--- config.mk ---
export PLATFORM = sky130hd
export DESIGN_NAME = pvlan_filter
export DESIGN_NICKNAME = d
export VERILOG_FILES = /design/src/rtl/pvf_pkg.sv /design/src/rtl/pvf_port_regs.sv /design/src/rtl/pvf_cpu_sel.sv /design/src/rtl/pvf_egress_calc.sv /design/src/rtl/pvlan_filter.sv
export SDC_FILE = /design/constraint.sdc
export NUM_CORES = 1
export LEC_CHECK = 0
export BUFFER_PORTS_ARGS = -buffer_cell sky130_fd_sc_hd__buf_2
export CAP_MARGIN = 20
export CORE_ASPECT_RATIO = 1.25
export CORE_UTILIZATION = 30
export CTS_CLUSTER_DIAMETER = 50
export CTS_CLUSTER_SIZE = 25
export DETAILED_ROUTE_END_ITERATION = 10
export GPL_TIMING_DRIVEN = 0
export MAX_ROUTING_LAYER = met4
export SLEW_MARGIN = 10
export SYNTH_ARGS = -nofsm -noshare
export SYNTH_HDL_FRONTEND = slang
export SYNTH_SLANG_ARGS = --single-unit
--- constraint.sdc ---
create_clock -name clk -period 1.5 [get_ports clk]
set_input_delay 0.075 -clock clk [delete_from_list [all_inputs] [get_ports clk]]
set_output_delay 0.075 -clock clk [all_outputs]
set_load 0.02 [all_outputs]
--- src/rtl/pvf_pkg.sv ---
package pvf_pkg;

    localparam int REG_W     = 16;
    localparam int VID_W     = 12;
    localparam int PRI_W     = 2;
    localparam int PRI_LSB   = 14;
    localparam int CPU_W     = 3;
    localparam int CPU_ALT   = 4;
    localparam int CPU_DFLT  = 5;
    localparam int VID_RESET = 1;

    typedef enum logic [1:0] {
        PS_DISABLED = 2'd0,
        PS_LISTEN   = 2'd1,
        PS_LEARN    = 2'd2,
        PS_FORWARD  = 2'd3
    } port_state_e;

    typedef enum logic [1:0] {
        SEL_CTRL = 2'd0,
        SEL_MAP  = 2'd1,
        SEL_TAG  = 2'd2,
        SEL_CPU  = 2'd3
    } reg_sel_e;

    typedef struct packed {
        logic [PRI_W-1:0] pri;
        logic [VID_W-1:0] vid;
        port_state_e      state;
    } port_cfg_t;

    function automatic logic [REG_W-1:0] pack_tag(input port_cfg_t c);
        logic [REG_W-1:0] w;
        w = '0;
        w[VID_W-1:0] = c.vid;
        w[PRI_LSB +: PRI_W] = c.pri;
        return w;
    endfunction

    function automatic logic [CPU_W-1:0] legal_cpu(input logic [CPU_W-1:0] v);
        if (v == CPU_W'(CPU_ALT) || v == CPU_W'(CPU_DFLT))
            return v;
        return CPU_W'(CPU_DFLT);
    endfunction

endpackage

--- src/rtl/pvf_port_regs.sv ---
module pvf_port_regs
    import pvf_pkg::*;
#(
    parameter int NPORTS = 6,
    parameter int PW     = 3
) (
    input  logic                            clk,
    input  logic                            rst,
    input  logic                            wr_en,
    input  logic [PW-1:0]                   wr_port,
    input  logic [1:0]                      wr_sel,
    input  logic [REG_W-1:0]                wr_data,
    output port_cfg_t [NPORTS-1:0]          cfg_o,
    output logic [NPORTS-1:0][NPORTS-1:0]   map_o
);

    for (genvar g = 0; g < NPORTS; g++) begin : g_port
        localparam logic [NPORTS-1:0] OWN = NPORTS'(1) << g;
        logic hit;
        assign hit = wr_en && (wr_port == PW'(g));

        always_ff @(posedge clk) begin
            if (rst) begin
                cfg_o[g].state <= PS_DISABLED;
                cfg_o[g].vid   <= VID_W'(VID_RESET);
                cfg_o[g].pri   <= '0;
                map_o[g]       <= '0;
            end else if (hit) begin
                case (reg_sel_e'(wr_sel))
                    SEL_CTRL: cfg_o[g].state <= port_state_e'(wr_data[1:0]);
                    SEL_MAP:  map_o[g] <= wr_data[NPORTS-1:0] & ~OWN;
                    SEL_TAG: begin
                        cfg_o[g].vid <= wr_data[VID_W-1:0];
                        cfg_o[g].pri <= wr_data[PRI_LSB +: PRI_W];
                    end
                    default: ;
                endcase
            end
        end
    end

endmodule

--- src/rtl/pvf_cpu_sel.sv ---
module pvf_cpu_sel
    import pvf_pkg::*;
(
    input  logic              clk,
    input  logic              rst,
    input  logic              wr_en,
    input  logic [CPU_W-1:0]  wr_val,
    output logic [CPU_W-1:0]  cpu_o
);

    always_ff @(posedge clk) begin
        if (rst)
            cpu_o <= CPU_W'(CPU_DFLT);
        else if (wr_en)
            cpu_o <= legal_cpu(wr_val);
    end

endmodule

--- src/rtl/pvf_egress_calc.sv ---
module pvf_egress_calc
    import pvf_pkg::*;
#(
    parameter int NPORTS = 6,
    parameter int PW     = 3
) (
    input  port_cfg_t [NPORTS-1:0]          cfg_i,
    input  logic [NPORTS-1:0][NPORTS-1:0]   map_i,
    input  logic [PW-1:0]                   src,
    input  logic [NPORTS-1:0]               req,
    output logic [NPORTS-1:0]               mask,
    output logic                            drop,
    output logic [VID_W-1:0]                vid,
    output logic [PRI_W-1:0]                pri
);

    logic [NPORTS-1:0] fwd_set;
    logic              src_ok;
    port_cfg_t         src_cfg;
    logic [NPORTS-1:0] src_map;

    for (genvar g = 0; g < NPORTS; g++) begin : g_fwd
        assign fwd_set[g] = (cfg_i[g].state == PS_FORWARD);
    end

    always_comb begin
        src_cfg = '0;
        src_map = '0;
        for (int i = 0; i < NPORTS; i++) begin
            if (src == PW'(i)) begin
                src_cfg = cfg_i[i];
                src_map = map_i[i];
            end
        end
        src_ok = (src_cfg.state == PS_FORWARD);
        drop   = !src_ok;
        mask   = src_ok ? (req & src_map & fwd_set & ~(NPORTS'(1) << src)) : '0;
        vid    = src_cfg.vid;
        pri    = src_cfg.pri;
    end

endmodule

--- src/rtl/pvlan_filter.sv ---
module pvlan_filter
    import pvf_pkg::*;
#(
    parameter int NPORTS = 6,
    localparam int PW    = $clog2(NPORTS + 2)
) (
    input  logic               clk,
    input  logic               rst,
    input  logic               host_wr,
    input  logic [PW-1:0]      host_port,
    input  logic [1:0]         host_sel,
    input  logic [REG_W-1:0]   host_wdata,
    output logic [REG_W-1:0]   host_rdata,
    input  logic [PW-1:0]      src_port,
    input  logic [NPORTS-1:0]  req_mask,
    output logic [NPORTS-1:0]  egress_mask,
    output logic               drop,
    output logic [VID_W-1:0]   dflt_vid,
    output logic [PRI_W-1:0]   dflt_pri,
    output logic [CPU_W-1:0]   cpu_port
);

    port_cfg_t [NPORTS-1:0]         cfg;
    logic [NPORTS-1:0][NPORTS-1:0]  map;
    logic                           cpu_wr;

    assign cpu_wr = host_wr && (reg_sel_e'(host_sel) == SEL_CPU);

    pvf_port_regs #(.NPORTS(NPORTS), .PW(PW)) regs_i (
        .clk     (clk),
        .rst     (rst),
        .wr_en   (host_wr),
        .wr_port (host_port),
        .wr_sel  (host_sel),
        .wr_data (host_wdata),
        .cfg_o   (cfg),
        .map_o   (map)
    );

    pvf_cpu_sel cpu_i (
        .clk    (clk),
        .rst    (rst),
        .wr_en  (cpu_wr),
        .wr_val (host_wdata[CPU_W-1:0]),
        .cpu_o  (cpu_port)
    );

    pvf_egress_calc #(.NPORTS(NPORTS), .PW(PW)) calc_i (
        .cfg_i (cfg),
        .map_i (map),
        .src   (src_port),
        .req   (req_mask),
        .mask  (egress_mask),
        .drop  (drop),
        .vid   (dflt_vid),
        .pri   (dflt_pri)
    );

    always_comb begin
        host_rdata = '0;
        if (reg_sel_e'(host_sel) == SEL_CPU) begin
            host_rdata[CPU_W-1:0] = cpu_port;
        end else begin
            for (int i = 0; i < NPORTS; i++) begin
                if (host_port == PW'(i)) begin
                    case (reg_sel_e'(host_sel))
                        SEL_CTRL: host_rdata[1:0] = cfg[i].state;
                        SEL_MAP:  host_rdata[NPORTS-1:0] = map[i];
                        default:  host_rdata = pack_tag(cfg[i]);
                    endcase
                end
            end
        end
    end

endmodule

==> results_dict.tcl, run 1 <==
set metrics [dict create \
    viasPerCell 5.64 \
    arrival_ps 1940 \
    max_freq_ghz 0.496 \
    outcome "complete, but fails checks" \
    worstSetupStartpointType "register" \
    drtPass1Iterations 7 \
    max-slew-margin-rel_pct 36.2 \
    ys_ff_latch 129 \
    cts_buffers 17 \
    syn_area_per_cell_um2 7.84 \
    nFillCells 2435 \
    netlist_instances 926 \
    finClkSkew_ps 0 \
    multi_input_area_um2 4540 \
    ff2ff_path_depth 2 \
    crit_family "compound AO/OA/AOI/OAI gates" \
    first_iter_violations 818 \
    synth_edf_count 0 \
    dieArea_um2 24800 \
    hp-class "in2reg" \
    whs_ps 51.4 \
    clk_pin_slew_ps 70 \
    gp_congestion 0.973 \
    leakage_nw 3.45 \
    grt_pass1_vias 7246 \
    slowest_delay_ps 360 \
    cts_sinks 129 \
    grt_setup_unrepaired "true" \
    seq_area_um2 2690 \
    start_util_pct 30.6 \
    period_share_pct 134 \
    synthArstFlopShare_pct 0 \
    setup_viol_count_final 33 \
    cp_num_buf_inv 1 \
    rows 63 \
    grt_first_pass_wirelength_um 46500 \
    finalHoldViolCount 0 \
    die_x_um 141 \
    slowest_stage "dfxtp_4" \
    core_area_um2 23700 \
    crit_chain "mux2_4, mux2i_1, a211oi_2, a311oi_2, a221oi_2, buf_4" \
    ctsHtreeMaxLevel 4 \
    maxSlewViolCount 0 \
    io_buffers 61 \
    power.density_nw_per_um2 949 \
    dpl_cell_area_um2 7980 \
    whs_path_depth 2 \
    ant_nets 0 \
    post_drt_wl_per_cell_um 23.3 \
    syn_area_um2 7260 \
    vias 7771 \
    cts_tree "yes" \
    globalRouteOverflowTotal 0 \
    totalWireLength_um 32100 \
    cap_violations 0 \
    ys.flop_type "dfxtp_1" \
    cp.depth 6 \
    area_growth_pct 32.2 \
    die_h_um 176 \
    violations "negative setup slack" \
    clk_latency_ps 430 \
    ir_worst_vdd_v 0.000852 \
    clock_path_buffers 2 \
    drive_gt1_share_pct 32.8 \
    crit_path_end_kind "output port" \
    io_pins 73 \
    fin_nets 1073 \
    layout_commonest_cell "nand2_1" \
    drc 0 \
    grt_antenna_before_repair 0 \
    final_area_um2 9600 \
    num_antenna_cells 0 \
    layout_common_cells "205 x nand2_1, 117 x a21oi_1, 70 x nor2_1" \
    crit_fanout 4 \
    yosysWarnings 0 \
    tightest_slew_ps 956 \
    hpwl_um 22400 \
    yosysUniqueCellTypes 66 \
    required_ps 1420 \
    setup_ws_ps -516 \
    grt_start_max_net_pins 17 \
    period_needed_ps 2020 \
    cts-root-buf "clkbuf_16" \
    yosysSeqAreaShare_pct 35.6 \
    gr-usage-all-layers_pct 26.7 \
    path_class "reg2out" \
]
[flip-flops by register name (all words and copies together) (netlist names)]
register / count
regs_i.map_o: 30
cpu_i.cpu_o: 3
regs_i.cfg_o: 96
[final timing paths]
path,startpoint,end,slack [ps]
max reg2reg,regs_i.cfg_o[34],regs_i.cfg_o[34],670
min reg2reg,regs_i.cfg_o[56],regs_i.cfg_o[56],460
min,rst,regs_i.cfg_o[50],50
max,regs_i.cfg_o[49],host_rdata[1],-520
[worst register-to-register path: stages, from the launching register on]
cell     delay, ps
dfxtp_2        340
nor2b_1        130
a211o_1        250
[cell usage after synthesis, types with 3 or more instances]
cell	n	area share, %
nor2_1	73	3.8
buf_2	32	2.2
o221ai_1	6	0.72
or3_1	4	0.34
nor2_2	6	0.52
nand3b_1	5	0.52
nand2_1	209	11
buf_4	12	1.2
mux2i_1	59	8.1
nor3_1	5	0.34
buf_6	6	0.93
nand3_1	19	1.3
a22oi_1	16	1.7
a31oi_1	7	0.60
o32ai_1	3	0.36
a221oi_1	12	1.4
nor3_2	3	0.41
nand2b_1	8	0.69
mux2_2	5	0.78
inv_1	15	0.78
nor2b_1	7	0.60
dfxtp_1	129	36
mux2_1	4	0.62
clkbuf_1	29	1.5
mux4_2	11	3.4
and2_1	4	0.34
a211oi_1	3	0.31
nor3b_1	4	0.41
a21oi_1	119	8.2
o21ai_1	16	1.1
o22ai_1	14	1.2
o21ai_0	35	2.4
nand2_4	3	0.47
[report_power, final]
part	internal (mW)	leakage, nW	total (mW)	switching, mW
sequential	3.44	1.08	3.47	0.0267
clock	2.77	0.296	4.49	1.71
combinational	0.379	2.08	1.15	0.770
[cell families (layout without fill, tap and decap cells)]
family                 count (synthesis)  in the layout  share of synthesized area [%]
buffers and inverters                 97            223                           6.81
multiplexers                          79             79                           12.9
AND/OR/NAND/NOR                      364            364                           22.8
AO/OA/AOI/OAI                        255            255                           21.7
other                                  1              2                         0.0517
XOR/XNOR                               1              1                          0.121
flip-flops                           129            129                           35.6
[timing repair]
action | CTS | global route
setup endpoints to repair | 35 | 45
endpoints found under the hold margin | 49 | 0
gates cloned | 0 | 0
pin swaps | 34 | 29
setup buffers | 12 | 9
hold buffers | 12 | 0
resized for setup | 195 | 51
[cell type report]
| class | count | area share, % |
|---|---|---|
| repair buffers | 94 | 7.78 |
| flip-flops and latches | 129 | 28.0 |
| clock buffers | 18 | 4.47 |
| multi-input cells | 701 | 47.4 |
| inverters | 17 | 0.665 |
| well taps | 325 | 4.24 |
| plain buffers | 80 | 5.54 |
| clock inverters | 14 | 1.97 |
[metal layers]
| layer | GRT usage (%) | vias up | share of wire [%] |
|---|---|---|---|
| met3 | 4.06 | 104 | 8.1 |
| met1 | 31.9 | 3690 | 39 |
| met5 | - | - | 0 |
| li1 | - | 3484 | - |
| met4 | 12.3 | 0 | 4.4 |
| met2 | 43.9 | 493 | 48 |
[per-stage QoR]
step           cells  utilization, %  setup WS, ps  setup TNS (ps)  total power [mW]
4_1_cts         1369            39.4          -478           -6510              9.02
3_3_place_gp    1313            33.6          -585          -32570              4.51
2_1_floorplan    927               -          8.79               0              4.12
5_1_grt         1378            40.4          -586           -7920              9.31
3_5_place_dp    1313            33.6          -552          -32130              4.50
6_report        1378            40.4          -516           -6260              9.10
Power figures use the tool's default switching activity.
==> inputs of run 2 (changes only) <==
--- a/config.mk
+++ b/config.mk
@@ -5,7 +5,7 @@
 export SDC_FILE = /design/constraint.sdc
 export NUM_CORES = 1
 export LEC_CHECK = 0
-export BUFFER_PORTS_ARGS = -buffer_cell sky130_fd_sc_hd__buf_2
+export BUFFER_PORTS_ARGS = -buffer_cell sky130_fd_sc_hd__buf_4
 export CAP_MARGIN = 20
 export CORE_ASPECT_RATIO = 1.25
 export CORE_UTILIZATION = 30
@@ -14,6 +14,7 @@
 export DETAILED_ROUTE_END_ITERATION = 10
 export GPL_TIMING_DRIVEN = 0
 export MAX_ROUTING_LAYER = met4
+export REMOVE_ABC_BUFFERS = 1
 export SLEW_MARGIN = 10
 export SYNTH_ARGS = -nofsm -noshare
 export SYNTH_HDL_FRONTEND = slang
==> results_dict.tcl, run 2 (synthesis results as in run 1) <==
set metrics [dict create \
    required_ps 1420 \
    crit_chain "mux2_4, mux2i_1, a211oi_2, a311oi_2, a221oi_2, buf_4" \
    layout_commonest_cell "nand2_1" \
    io_buffers 68 \
    area_growth_pct 29.6 \
    drc 0 \
    hpwl_um 16400 \
    leakage_nw 3.31 \
    multi_input_area_um2 4620 \
    top_regs "regs_i.cfg_o x96, regs_i.map_o x30, cpu_i.cpu_o x3" \
    ant_nets 0 \
    drive_gt1_share_pct 31.0 \
    stdcell_count 1312 \
    clock_path_buffers 2 \
    first_iter_violations 690 \
    max-slew-margin-rel_pct 47.1 \
    whs_path_depth 3 \
    final_util_pct 39.6 \
    slowest_delay_ps 340 \
    grt_antenna_before_repair 0 \
    clk_latency_ps 430 \
    die_x_um 141 \
    hp-class "in2reg" \
    tightest_slew_ps 791 \
    rows 63 \
    finClkSkew_ps 0 \
    grt_first_pass_wirelength_um 40700 \
    ir_worst_vdd_v 0.000762 \
    outcome "complete, but fails checks" \
    finalHoldViolCount 0 \
    power_frac_comb_pct 12.1 \
    power_frac_seq_pct 39.3 \
    max_freq_ghz 0.509 \
    startpoint "regs_i.cfg_o[49]" \
    rrSetupSlack_ps 680 \
    cap_violations 0 \
    r2r_start "regs_i.cfg_o[34]" \
    dieArea_um2 24800 \
    period_needed_ps 1970 \
    pwr-share-clk_pct 48.6 \
    whs_ps 15.0 \
    power.density_nw_per_um2 938 \
    start_util_pct 30.6 \
    ctsHtreeMaxLevel 4 \
    crit_fanout 4 \
    regMostFlops "regs_i.cfg_o" \
    largest_reg_flops 96 \
    seq_area_um2 2660 \
    grt_setup_unrepaired "true" \
    drtPass1Iterations 8 \
    maxSlewViolCount 0 \
    min_from "host_wdata[1]" \
    cts-root-buf "clkbuf_16" \
    io_pins 73 \
    grt_pass1_vias 6813 \
    num_antenna_cells 0 \
    gr-usage-all-layers_pct 22.6 \
    totalWireLength_um 27400 \
    vias 7293 \
    path_class "reg2out" \
    clk_pin_slew_ps 60 \
    layout_common_cells "204 x nand2_1, 116 x a21oi_1, 68 x dfxtp_1" \
    slowest_stage "dfxtp_2" \
    gp_congestion 0.855 \
    ff2ff_path_depth 2 \
    cts_buffers 17 \
    whs_endpoint "regs_i.cfg_o[17]" \
    die_h_um 176 \
    violations "negative setup slack" \
    setup_viol_count_final 31 \
    cts_sinks 129 \
    crit_path_end_kind "output port" \
    period_share_pct 131 \
    viasPerCell 5.56 \
    switching_power_mw 2.36 \
    setup_ws_ps -466 \
    globalRouteOverflowTotal 0 \
    core_area_um2 23700 \
    swShare_pct 26.8 \
    cts_tree "yes" \
    dp_cells 1242 \
    worstSetupStartpointType "register" \
    fin_nets 1008 \
    grt_start_max_net_pins 68 \
    cellInternalPower_mw 6.46 \
    nFillCells 2380 \
    worstReg2RegEnd "regs_i.cfg_o[34]" \
    post_drt_wl_per_cell_um 20.9 \
    arrival_ps 1890 \
]
## run 2: cell count changes in the layout (fill, tap and decap cells not counted), moves of 4 or more
cell	delta
buf_6	-9
clkbuf_2	-4
buf_4	+21
buf_2	-53
mux2i_1	+4
clkbuf_1	-25
dfxtp_4	-5
dfxtp_1	+7
## run 2: critical path: cells and delay by family, from the launching register on
family                 cells  cell delay, ps
AOI/OAI and AO/OA          3             490
DFF                        1             340
muxes                      2             450
buffers and inverters      1             180
## run 2: layer usage
layer,global-route usage [%],wire [µm],vias to the layer above
li1,-,-,3349
met1,25.8,10800,3479
met2,37.9,13600,373
met3,3.65,1800,92
met4,11.5,1270,0
met5,-,0,-
## run 2: power by group through the flow
stage	Combinational [mW]	Clock, mW	Sequential [mW]
after CTS	1.01	4.31	3.47
after global placement	0.833	0	3.55
after global routing	1.11	4.44	3.47
final	1.07	4.29	3.47
after floorplan	0.355	0	3.54
after detailed placement	0.849	0	3.55
## run 2: what timing repair did
| action | CTS | global route |
|---|---|---|
| endpoints found under the hold margin | 81 | 0 |
| cloned | 2 | 1 |
| buffers inserted | 19 | 5 |
| gates resized for setup | 145 | 57 |
| pin swaps | 22 | 10 |
| setup endpoints to repair | 145 | 95 |
| hold buffers | 12 | 0 |
## run 2: worst max-delay path by stage
stage                       endpoint
floorplan           regs_i.cfg_o[34]
global placement    regs_i.cfg_o[60]
detailed placement  regs_i.cfg_o[83]
CTS                    host_rdata[1]
global route           host_rdata[1]
finish                 host_rdata[1]
## run 2: layout make-up
| class | instances | area share (%) |
|---|---|---|
| clock buffer | 18 | 4.67 |
| tap | 325 | 4.32 |
| multi-input combinational | 703 | 49.1 |
| inverter | 17 | 0.771 |
| clock inverter | 13 | 1.72 |
| sequential | 129 | 28.3 |
| timing repair buffer | 107 | 11.1 |
## run 2: through the flow
step	setup TNS [ps]	total power [mW]	cell area [µm²]	worst slack [ps]
floorplan	-17860	3.90	6830	-491
global placement	-198910	4.38	7750	-2180
detailed placement	-124040	4.40	7790	-1600
CTS	-5510	8.78	9130	-486
global route	-7070	9.03	9410	-525
finish	-5220	8.83	9410	-466
